File: src/rtl/ovs_pkg.sv
package ovs_pkg;
   // address at which the summary word is decoded
   localparam logic [11:0] OVS_CSR_ADDR = 12'hDA0;
   localparam int unsigned OVS_ADDR_W   = 12;

   typedef struct packed {
      logic hit;      // request targets this register
      logic illegal;  // request must trap
   } ovs_access_t;
endpackage

File: src/rtl/ovs_flag_select.sv
module ovs_flag_select #(
   parameter int unsigned NUM_CTR   = 32,
   parameter int unsigned FIRST_CTR = 3
) (
   input  logic               wide_mode,
   input  logic [NUM_CTR-1:0] flags_wide,
   input  logic [NUM_CTR-1:0] flags_half,
   input  logic [NUM_CTR-1:0] enable,
   output logic [NUM_CTR-1:0] summary
);
   if (FIRST_CTR >= NUM_CTR) begin : g_bad_range
      $error("ovs_flag_select: FIRST_CTR must be below NUM_CTR");
   end

   // fixed counters below FIRST_CTR carry no flag
   logic unused_fixed;
   assign unused_fixed = ^{flags_wide[FIRST_CTR-1:0], flags_half[FIRST_CTR-1:0],
                           enable[FIRST_CTR-1:0]};

   for (genvar i = 0; i < NUM_CTR; i++) begin : g_bit
      if (i < FIRST_CTR) begin : g_fixed
         assign summary[i] = 1'b0;
      end else begin : g_prog
         logic src;
         assign src        = wide_mode ? flags_wide[i] : flags_half[i];
         assign summary[i] = src & enable[i];
      end
   end
endmodule

File: src/rtl/ovs_access_decode.sv
module ovs_access_decode
   import ovs_pkg::*;
#(
   parameter logic [OVS_ADDR_W-1:0] CSR_ADDR = OVS_CSR_ADDR
) (
   input  logic                  req,
   input  logic                  we,
   input  logic [OVS_ADDR_W-1:0] addr,
   input  logic                  ext_present,
   output ovs_access_t           acc
);
   always_comb begin
      acc.hit     = req && (addr == CSR_ADDR);
      acc.illegal = acc.hit && (we || !ext_present);
   end
endmodule

File: src/rtl/ovs_resp_reg.sv
module ovs_resp_reg
   import ovs_pkg::*;
#(
   parameter int unsigned NUM_CTR = 32,
   parameter int unsigned DATA_W  = 64
) (
   input  logic               clk,
   input  logic               rst_n,
   input  ovs_access_t        acc,
   input  logic [NUM_CTR-1:0] summary,
   output logic               rsp_valid,
   output logic               rsp_illegal,
   output logic [DATA_W-1:0]  rsp_data
);
   logic [DATA_W-1:0] wide_sum;

   if (DATA_W < NUM_CTR) begin : g_bad_width
      $error("ovs_resp_reg: DATA_W must hold NUM_CTR bits");
   end else if (DATA_W == NUM_CTR) begin : g_exact
      assign wide_sum = summary;
   end else begin : g_pad
      assign wide_sum = {{(DATA_W-NUM_CTR){1'b0}}, summary};
   end

   always_ff @(posedge clk or negedge rst_n) begin
      if (!rst_n) begin
         rsp_valid   <= 1'b0;
         rsp_illegal <= 1'b0;
         rsp_data    <= '0;
      end else begin
         rsp_valid   <= acc.hit;
         rsp_illegal <= acc.illegal;
         rsp_data    <= (acc.hit && !acc.illegal) ? wide_sum : '0;
      end
   end
endmodule

File: src/rtl/ovf_summary_csr.sv
module ovf_summary_csr
   import ovs_pkg::*;
#(
   parameter int unsigned NUM_CTR   = 32,
   parameter int unsigned FIRST_CTR = 3,
   parameter int unsigned DATA_W    = 64,
   parameter logic [OVS_ADDR_W-1:0] CSR_ADDR = OVS_CSR_ADDR
) (
   input  logic                  clk,
   input  logic                  rst_n,
   input  logic                  ext_present_i,
   input  logic                  wide_mode_i,
   input  logic [NUM_CTR-1:0]    ovf_wide_i,
   input  logic [NUM_CTR-1:0]    ovf_half_i,
   input  logic [NUM_CTR-1:0]    cnt_enable_i,
   input  logic                  csr_req_i,
   input  logic                  csr_we_i,
   input  logic [OVS_ADDR_W-1:0] csr_addr_i,
   output logic                  rsp_valid_o,
   output logic                  rsp_illegal_o,
   output logic [DATA_W-1:0]     rsp_data_o
);
   ovs_access_t        acc;
   logic [NUM_CTR-1:0] summary;

   ovs_access_decode #(.CSR_ADDR(CSR_ADDR)) u_dec (
      .req         (csr_req_i),
      .we          (csr_we_i),
      .addr        (csr_addr_i),
      .ext_present (ext_present_i),
      .acc         (acc)
   );

   ovs_flag_select #(.NUM_CTR(NUM_CTR), .FIRST_CTR(FIRST_CTR)) u_sel (
      .wide_mode  (wide_mode_i),
      .flags_wide (ovf_wide_i),
      .flags_half (ovf_half_i),
      .enable     (cnt_enable_i),
      .summary    (summary)
   );

   ovs_resp_reg #(.NUM_CTR(NUM_CTR), .DATA_W(DATA_W)) u_rsp (
      .clk         (clk),
      .rst_n       (rst_n),
      .acc         (acc),
      .summary     (summary),
      .rsp_valid   (rsp_valid_o),
      .rsp_illegal (rsp_illegal_o),
      .rsp_data    (rsp_data_o)
   );
endmodule

File: config.mk
export PLATFORM = sky130hd
export DESIGN_NAME = ovf_summary_csr
export DESIGN_NICKNAME = d
export VERILOG_FILES = /design/src/rtl/ovs_pkg.sv /design/src/rtl/ovs_flag_select.sv /design/src/rtl/ovs_access_decode.sv /design/src/rtl/ovs_resp_reg.sv /design/src/rtl/ovf_summary_csr.sv
export SDC_FILE = /design/constraint.sdc
export NUM_CORES = 1
export LEC_CHECK = 0
export ABC_AREA = 1
export BUFFER_PORTS_ARGS = -buffer_cell sky130_fd_sc_hd__buf_2
export CAP_MARGIN = 20
export CORE_MARGIN = 2
export CORE_UTILIZATION = 43
export CTS_BUF_LIST = sky130_fd_sc_hd__clkbuf_4
export DETAILED_ROUTE_END_ITERATION = 10
export GPL_ROUTABILITY_DRIVEN = 0
export PLACE_DENSITY = 0.95
export SETUP_SLACK_MARGIN = 0.05
export SKIP_LAST_GASP = 1
export SLEW_MARGIN = 20
export SYNTH_ARGS = -nofsm -noshare
export SYNTH_HDL_FRONTEND = slang
export SYNTH_HIERARCHICAL = 1
export SYNTH_SLANG_ARGS = --single-unit
export TNS_END_PERCENT = 30
File: constraint.sdc
create_clock -name clk -period 0.8 [get_ports clk]
set_input_delay 0.12 -clock clk [delete_from_list [all_inputs] [get_ports clk]]
set_output_delay 0.12 -clock clk [all_outputs]
set_load 0.005 [all_outputs]
==> flow_summary.toml, run 1 <==
[worst_setup_path]
endpoint = "u_rsp/rsp_data[19]"
crit_start = "csr_addr_i[0]"
crit_chain = "buf_2, or2_0, nor2_1, nand2_1, nor2_2, inv_2, nand2_4, buf_12, nor2_2"
worst_path_largest_cell_delay_ns = 0.21
worstSetupPathType = "in -> reg"
cp_num_buf_inv = 3
end_kind = "flip-flop"
required_ns = 1.01
cp_slowest_cell = "or2_0"
path_common_cell = "nor2_2"
crit_fanout = 22
crit_cells = 9
critPathTopFamily = "simple AND/OR/NAND/NOR gates"
start_kind = "primary input"
worstPathArrival_ns = 1.17

[pwr]
leakagePower_nw = 1.93
clkPwrFrac_pct = 27.3
pwr-share-seq_pct = 52.4
power_mw = 3.28
peakVddDrop_v = 0.000473
p_per_area_nw_per_um2 = 1120
p_sw_share_pct = 26.9
switchingPower_uw = 881
internal_power_mw = 2.40
power_frac_comb_pct = 20.3

[synthesis]
ys_warn_count = 6
synth_area_leader_cell = "dfrtp_1"
ys_types = 12
synth_cells = 312
syn_avg_cell_area_um2 = 6.88
seq_area_frac_synth_pct = 39.6
synth_area_leaders = "dfrtp_1 40%, buf_4 13%, inv_1 12%"
synthesis.area_um2 = 2150
ys_ff_latch = 34
synth_top_area_share_pct = 39.6

[floorplan]
ios = 180
start_util_pct = 45.2
die-area_um2 = 5570
fp.dieW_um = 74.7
std_cell_rows = 25
die_h_um = 74.7
core_area_um2 = 4750

[timing]
setup_viol = 63
fin_crit_sh_pct = 120
hold_ws_ns = 0.0930
max_freq_ghz = 1.04
finalHoldViolCount = 0
rsz0062_at_grt = "true"
finalWorstSetupSlack_ns = -0.161
drv_slew = 0
min_period_ns = 0.961

[clock_tree]
numCtsBuffers = 5
numClockSinks = 34
clk_pin_slew_worst_paths_ns = 0.10
cts_buffer_depth = 2
tritoncts = "done"
root_buffer = "clkbuf_4"
htree_levels = 2

[global_route]
grt_pass1_wl_mm = 7.73
track_usage_pct = 18.3
grt_pass1_vias = 1982
grt.overflow.total = 0
grt_max_degree = 35
antenna_found_initial = 0

[finish]
fillers = 448
drive_gt1_share_pct = 41.1
diodes = 0
nets = 568
finish.utilization_pct = 61.3
syn_to_final_growth_pct = 35.7
fin_cells = 522

[outcome]
violations = "negative setup slack"
status = "complete, but fails checks"

[detailed_routing]
post-route-drc-count = 0
first_pass_iters = 6
vias = 2097
wl_per_cell_um = 9.83
drt_iter0_markers = 71
vias_per_cell = 4.02
antenna_left = 0
drt-total-wl_mm = 5.13

[placed_design]
dp_hpwl_mm = 4.23
portBuffers = 138
pre_cts_slack_ns = -0.455
dp.cells = 511

[flow_run]
timing.max_cap.violations = 0

[min_path]
worstHoldPathType = "in -> reg"
[power by group through the flow]
| stage | sequential [mW] | combinational [mW] | clock [mW] |
|---|---|---|---|
| floorplan | 1.75 | 0.436 | 0 |
| global placement | 1.75 | 0.632 | 0 |
| detailed placement | 1.75 | 0.660 | 0 |
| CTS | 1.72 | 0.667 | 0.926 |
| global route | 1.72 | 0.770 | 0.987 |
| finish | 1.72 | 0.665 | 0.894 |
[sequential cells by signal, summed over array words and instances (netlist names)]
| name | count |
|---|---|
| u_rsp/rsp_valid | 1 |
| u_rsp/rsp_illegal | 1 |
| u_rsp/rsp_data | 32 |
[worst min-delay path, stage by stage]
cell	delay (ns)
buf_2	0.09
nand2_1	0.05
nor2_1	0.04
inv_1	0.05
nor2_2	0.03
[through the flow]
stage / TNS [ns] / instance area [µm²]
2_1_floorplan: -6.54 / 2270
3_3_place_gp: -10.99 / 2800
3_5_place_dp: -12.53 / 2800
4_1_cts: -7.43 / 2860
5_1_grt: -10.98 / 2910
6_report: -7.87 / 2910
[cells in the mapped netlist]
master,count
buf_2,3
buf_4,38
buf_6,3
conb_1,2
dfrtp_1,34
inv_1,70
nand2_1,62
nand2_2,1
nand3_1,1
nor2_1,66
nor2_2,31
or2_0,1
[layout by cell type (no fill, tap or decap), drive strengths merged]
cell / n
buf: 144
nor2: 97
inv: 70
nand2: 63
conb: 35
dfrtp: 34
clkbuf: 7
clkinv: 2
dlygate4sd3: 1
or2: 1
nand3: 1
[worst min path at each step]
stage / startpoint / to / cells past startpoint / slack, ns
after floorplan: rst_n / u_rsp/rsp_data[0] / 0 / -0.18
after global placement: rst_n / u_rsp/rsp_valid / 2 / 0.08
after detailed placement: rst_n / u_rsp/rsp_illegal / 2 / 0.09
after CTS: csr_we_i / u_rsp/rsp_illegal / 3 / 0.06
after global routing: cnt_enable_i[14] / u_rsp/rsp_data[14] / 5 / 0.09
final: cnt_enable_i[17] / u_rsp/rsp_data[17] / 5 / 0.09
[area by class of cell]
| class | count | area, µm² | area share, % |
|---|---|---|---|
| Clock buffer | 6 | 45.0 | 1.55 |
| Clock inverter | 2 | 8.76 | 0.301 |
| Inverter | 70 | 263 | 9.02 |
| Multi-Input combinational cell | 197 | 833 | 28.6 |
| Sequential cell | 34 | 851 | 29.2 |
| Tap cell | 67 | 83.8 | 2.88 |
| Timing Repair Buffer | 146 | 828 | 28.4 |
[cells by family (layout without fill, tap and decap cells)]
kind of cell           after synthesis  count (layout)  synth area share [%]
buffers and inverters              114             224                  27.8
flip-flops                          34              34                  39.6
other                                2              35                 0.350
AND/OR/NAND/NOR                    162             162                  32.2
[repair_timing]
| action | in CTS | in global routing |
|---|---|---|
| resized for setup | 0 | 6 |
| pin swaps | 0 | 5 |
| setup endpoints to repair | 63 | 63 |
| gates cloned | 0 | 1 |
| hold endpoints to repair | 34 | 0 |
| hold buffers | 1 | 0 |
| buffers inserted | 0 | 1 |
[per-layer routing]
metal / up-vias / GRT usage, % / share of wire [%]
met5: - / 0 / 0
met3: 11 / 4.42 / 7.7
met2: 106 / 38.1 / 58
met1: 910 / 15.6 / 32
met4: 0 / 9.33 / 1.5
li1: 1070 / - / -
Note: power is estimated with default switching activity, not from simulation.
==> inputs of run 2 (changes only) <==
--- a/config.mk
+++ b/config.mk
@@ -15,8 +15,7 @@
 export GPL_ROUTABILITY_DRIVEN = 0
 export PLACE_DENSITY = 0.95
 export SETUP_SLACK_MARGIN = 0.05
-export SKIP_LAST_GASP = 1
-export SLEW_MARGIN = 20
+export SLEW_MARGIN = 10
 export SYNTH_ARGS = -nofsm -noshare
 export SYNTH_HDL_FRONTEND = slang
 export SYNTH_HIERARCHICAL = 1
==> run 2 against run 1 <==
  * The flow still finishes with violations (negative setup slack)
  * Flip-flop and latch count stayed put
  * Worst hold slack worse by 0.024 ns
  * Maximum frequency up 0.37%
  * Cell area shrank 1.6%
  * Count of clock-buffer cells in the layout did not move
  * Critical endpoint is now rsp_data_o[21]
  * Largest power group unchanged
==> flow_summary.toml, run 2 (same netlist as run 1, synthesis figures left out) <==
[detailed_routing]
vias_per_cell = 4.01
wl_per_cell_um = 9.67
vias = 2085
first_pass_iters = 6
drt-total-wl_mm = 5.03
post-route-drc-count = 0
drt_iter0_markers = 69
antenna_left = 0

[timing]
max_freq_ghz = 1.04
finalHoldViolCount = 0
finalWorstSetupSlack_ns = -0.158
min_period_ns = 0.958
setup_viol = 63
drv_slew = 0
fin_crit_sh_pct = 120
rsz0062_at_grt = "true"

[worst_setup_path]
worstPathArrival_ns = 0.84
start_kind = "flip-flop"
worst_path_largest_cell_delay_ns = 0.39
cp_num_buf_inv = 1
end_kind = "output pin"
crit_chain = "buf_2"
worstSetupPathType = "reg -> out"
crit_fanout = 1
critPathTopFamily = "flip-flops"
required_ns = 0.68
cp_slowest_cell = "dfrtp_1"

[floorplan]
start_util_pct = 45.2
fp.dieW_um = 74.7
die-area_um2 = 5570
std_cell_rows = 25
die_h_um = 74.7
core_area_um2 = 4750
ios = 180

[placed_design]
place_area_um2 = 2800
pre_cts_slack_ns = -0.455
portBuffers = 138
dp_hpwl_mm = 4.23
dp.cells = 511

[global_route]
grt_pass1_wl_mm = 7.73
grt_pass1_vias = 1982
antenna_found_initial = 0
grt.overflow.total = 0
track_usage_pct = 18.3
grt_max_degree = 35

[pwr]
power_mw = 3.28
leakagePower_nw = 1.91
p_per_area_nw_per_um2 = 1140
peakVddDrop_v = 0.000469

[clock_tree]
root_buffer = "clkbuf_4"
postCtsSetupRepairBufs = 0
numClockSinks = 34
numCtsBuffers = 5
clk_pin_slew_worst_paths_ns = 0.10
tritoncts = "done"
cts_buffer_depth = 2
htree_levels = 2

[min_path]
worstHoldPathType = "in -> reg"

[finish]
layout_common_cells = "138 x buf_2, 70 x inv_1, 66 x nor2_1"
diodes = 0
final_area_um2 = 2870
largest_register_ffs = 32
regMostFlops = "u_rsp/rsp_data"
top_regs = "u_rsp/rsp_data: 32 flops, u_rsp/rsp_illegal: 1 flops, u_rsp/rsp_valid: 1 flops"
drive_gt1_share_pct = 40.2
nets = 566
fin_cells = 520
final_common_cell = "buf_2"
syn_to_final_growth_pct = 33.5
fillers = 449

[flow_run]
timing.max_cap.violations = 0

[outcome]
status = "complete, but fails checks"
violations = "negative setup slack"
[run 2: report_power, final]
part	switching [mW]	leakage (nW)	total [mW]	internal [mW]
Combinational	0.349	1.40	0.663	0.314
Clock	0.535	0.0331	0.899	0.364
Sequential	0.0000254	0.475	1.72	1.72
[run 2: final timing paths]
kind | from | to | slack (ns) | cells past startpoint
min | csr_we_i | u_rsp/rsp_illegal | 0.07 | 3
max | u_rsp/rsp_data[21] | rsp_data_o[21] | -0.16 | 1
max in group asynchronous | rst_n | u_rsp/rsp_data[23] | 0.33 | 3
min in group asynchronous | rst_n | u_rsp/rsp_data[7] | 0.29 | 3
[run 2: layout make-up]
cell class | instances | area (µm²) | share of cell area, %
Clock buffer | 6 | 45.0 | 1.57
Clock inverter | 2 | 8.76 | 0.306
Inverter | 70 | 263 | 9.17
Multi-Input combinational cell | 197 | 823 | 28.7
Sequential cell | 34 | 851 | 29.7
Tap cell | 67 | 83.8 | 2.92
Timing Repair Buffer | 144 | 792 | 27.6
[run 2: per-layer routing]
layer | up-vias | wire length (µm) | global-route usage, %
met5 | - | 0 | 0
met4 | 0 | 76 | 9.33
met3 | 11 | 381 | 4.42
met2 | 104 | 2930 | 38.2
met1 | 905 | 1640 | 15.5
li1 | 1065 | - | -
[run 2: repair_timing]
action | 4_1_cts | 5_1_grt
hold buffers | 1 | 0
setup endpoints to repair | 63 | 63
endpoints found under the hold margin | 34 | 0
gates resized for setup | 1 | 0
pin swaps | 2 | 1
cloned | 0 | 0
[run 2: stage by stage]
| step | hold slack (ns) | util, % | setup TNS (ns) |
|---|---|---|---|
| 2_1_floorplan | -0.176 | - | -6.54 |
| 3_3_place_gp | 0.0845 | 58.9 | -10.99 |
| 3_5_place_dp | 0.0914 | 58.9 | -12.53 |
| 4_1_cts | 0.0576 | 60.3 | -6.83 |
| 5_1_grt | 0.0689 | 60.3 | -10.03 |
| 6_report | 0.0687 | 60.3 | -6.71 |
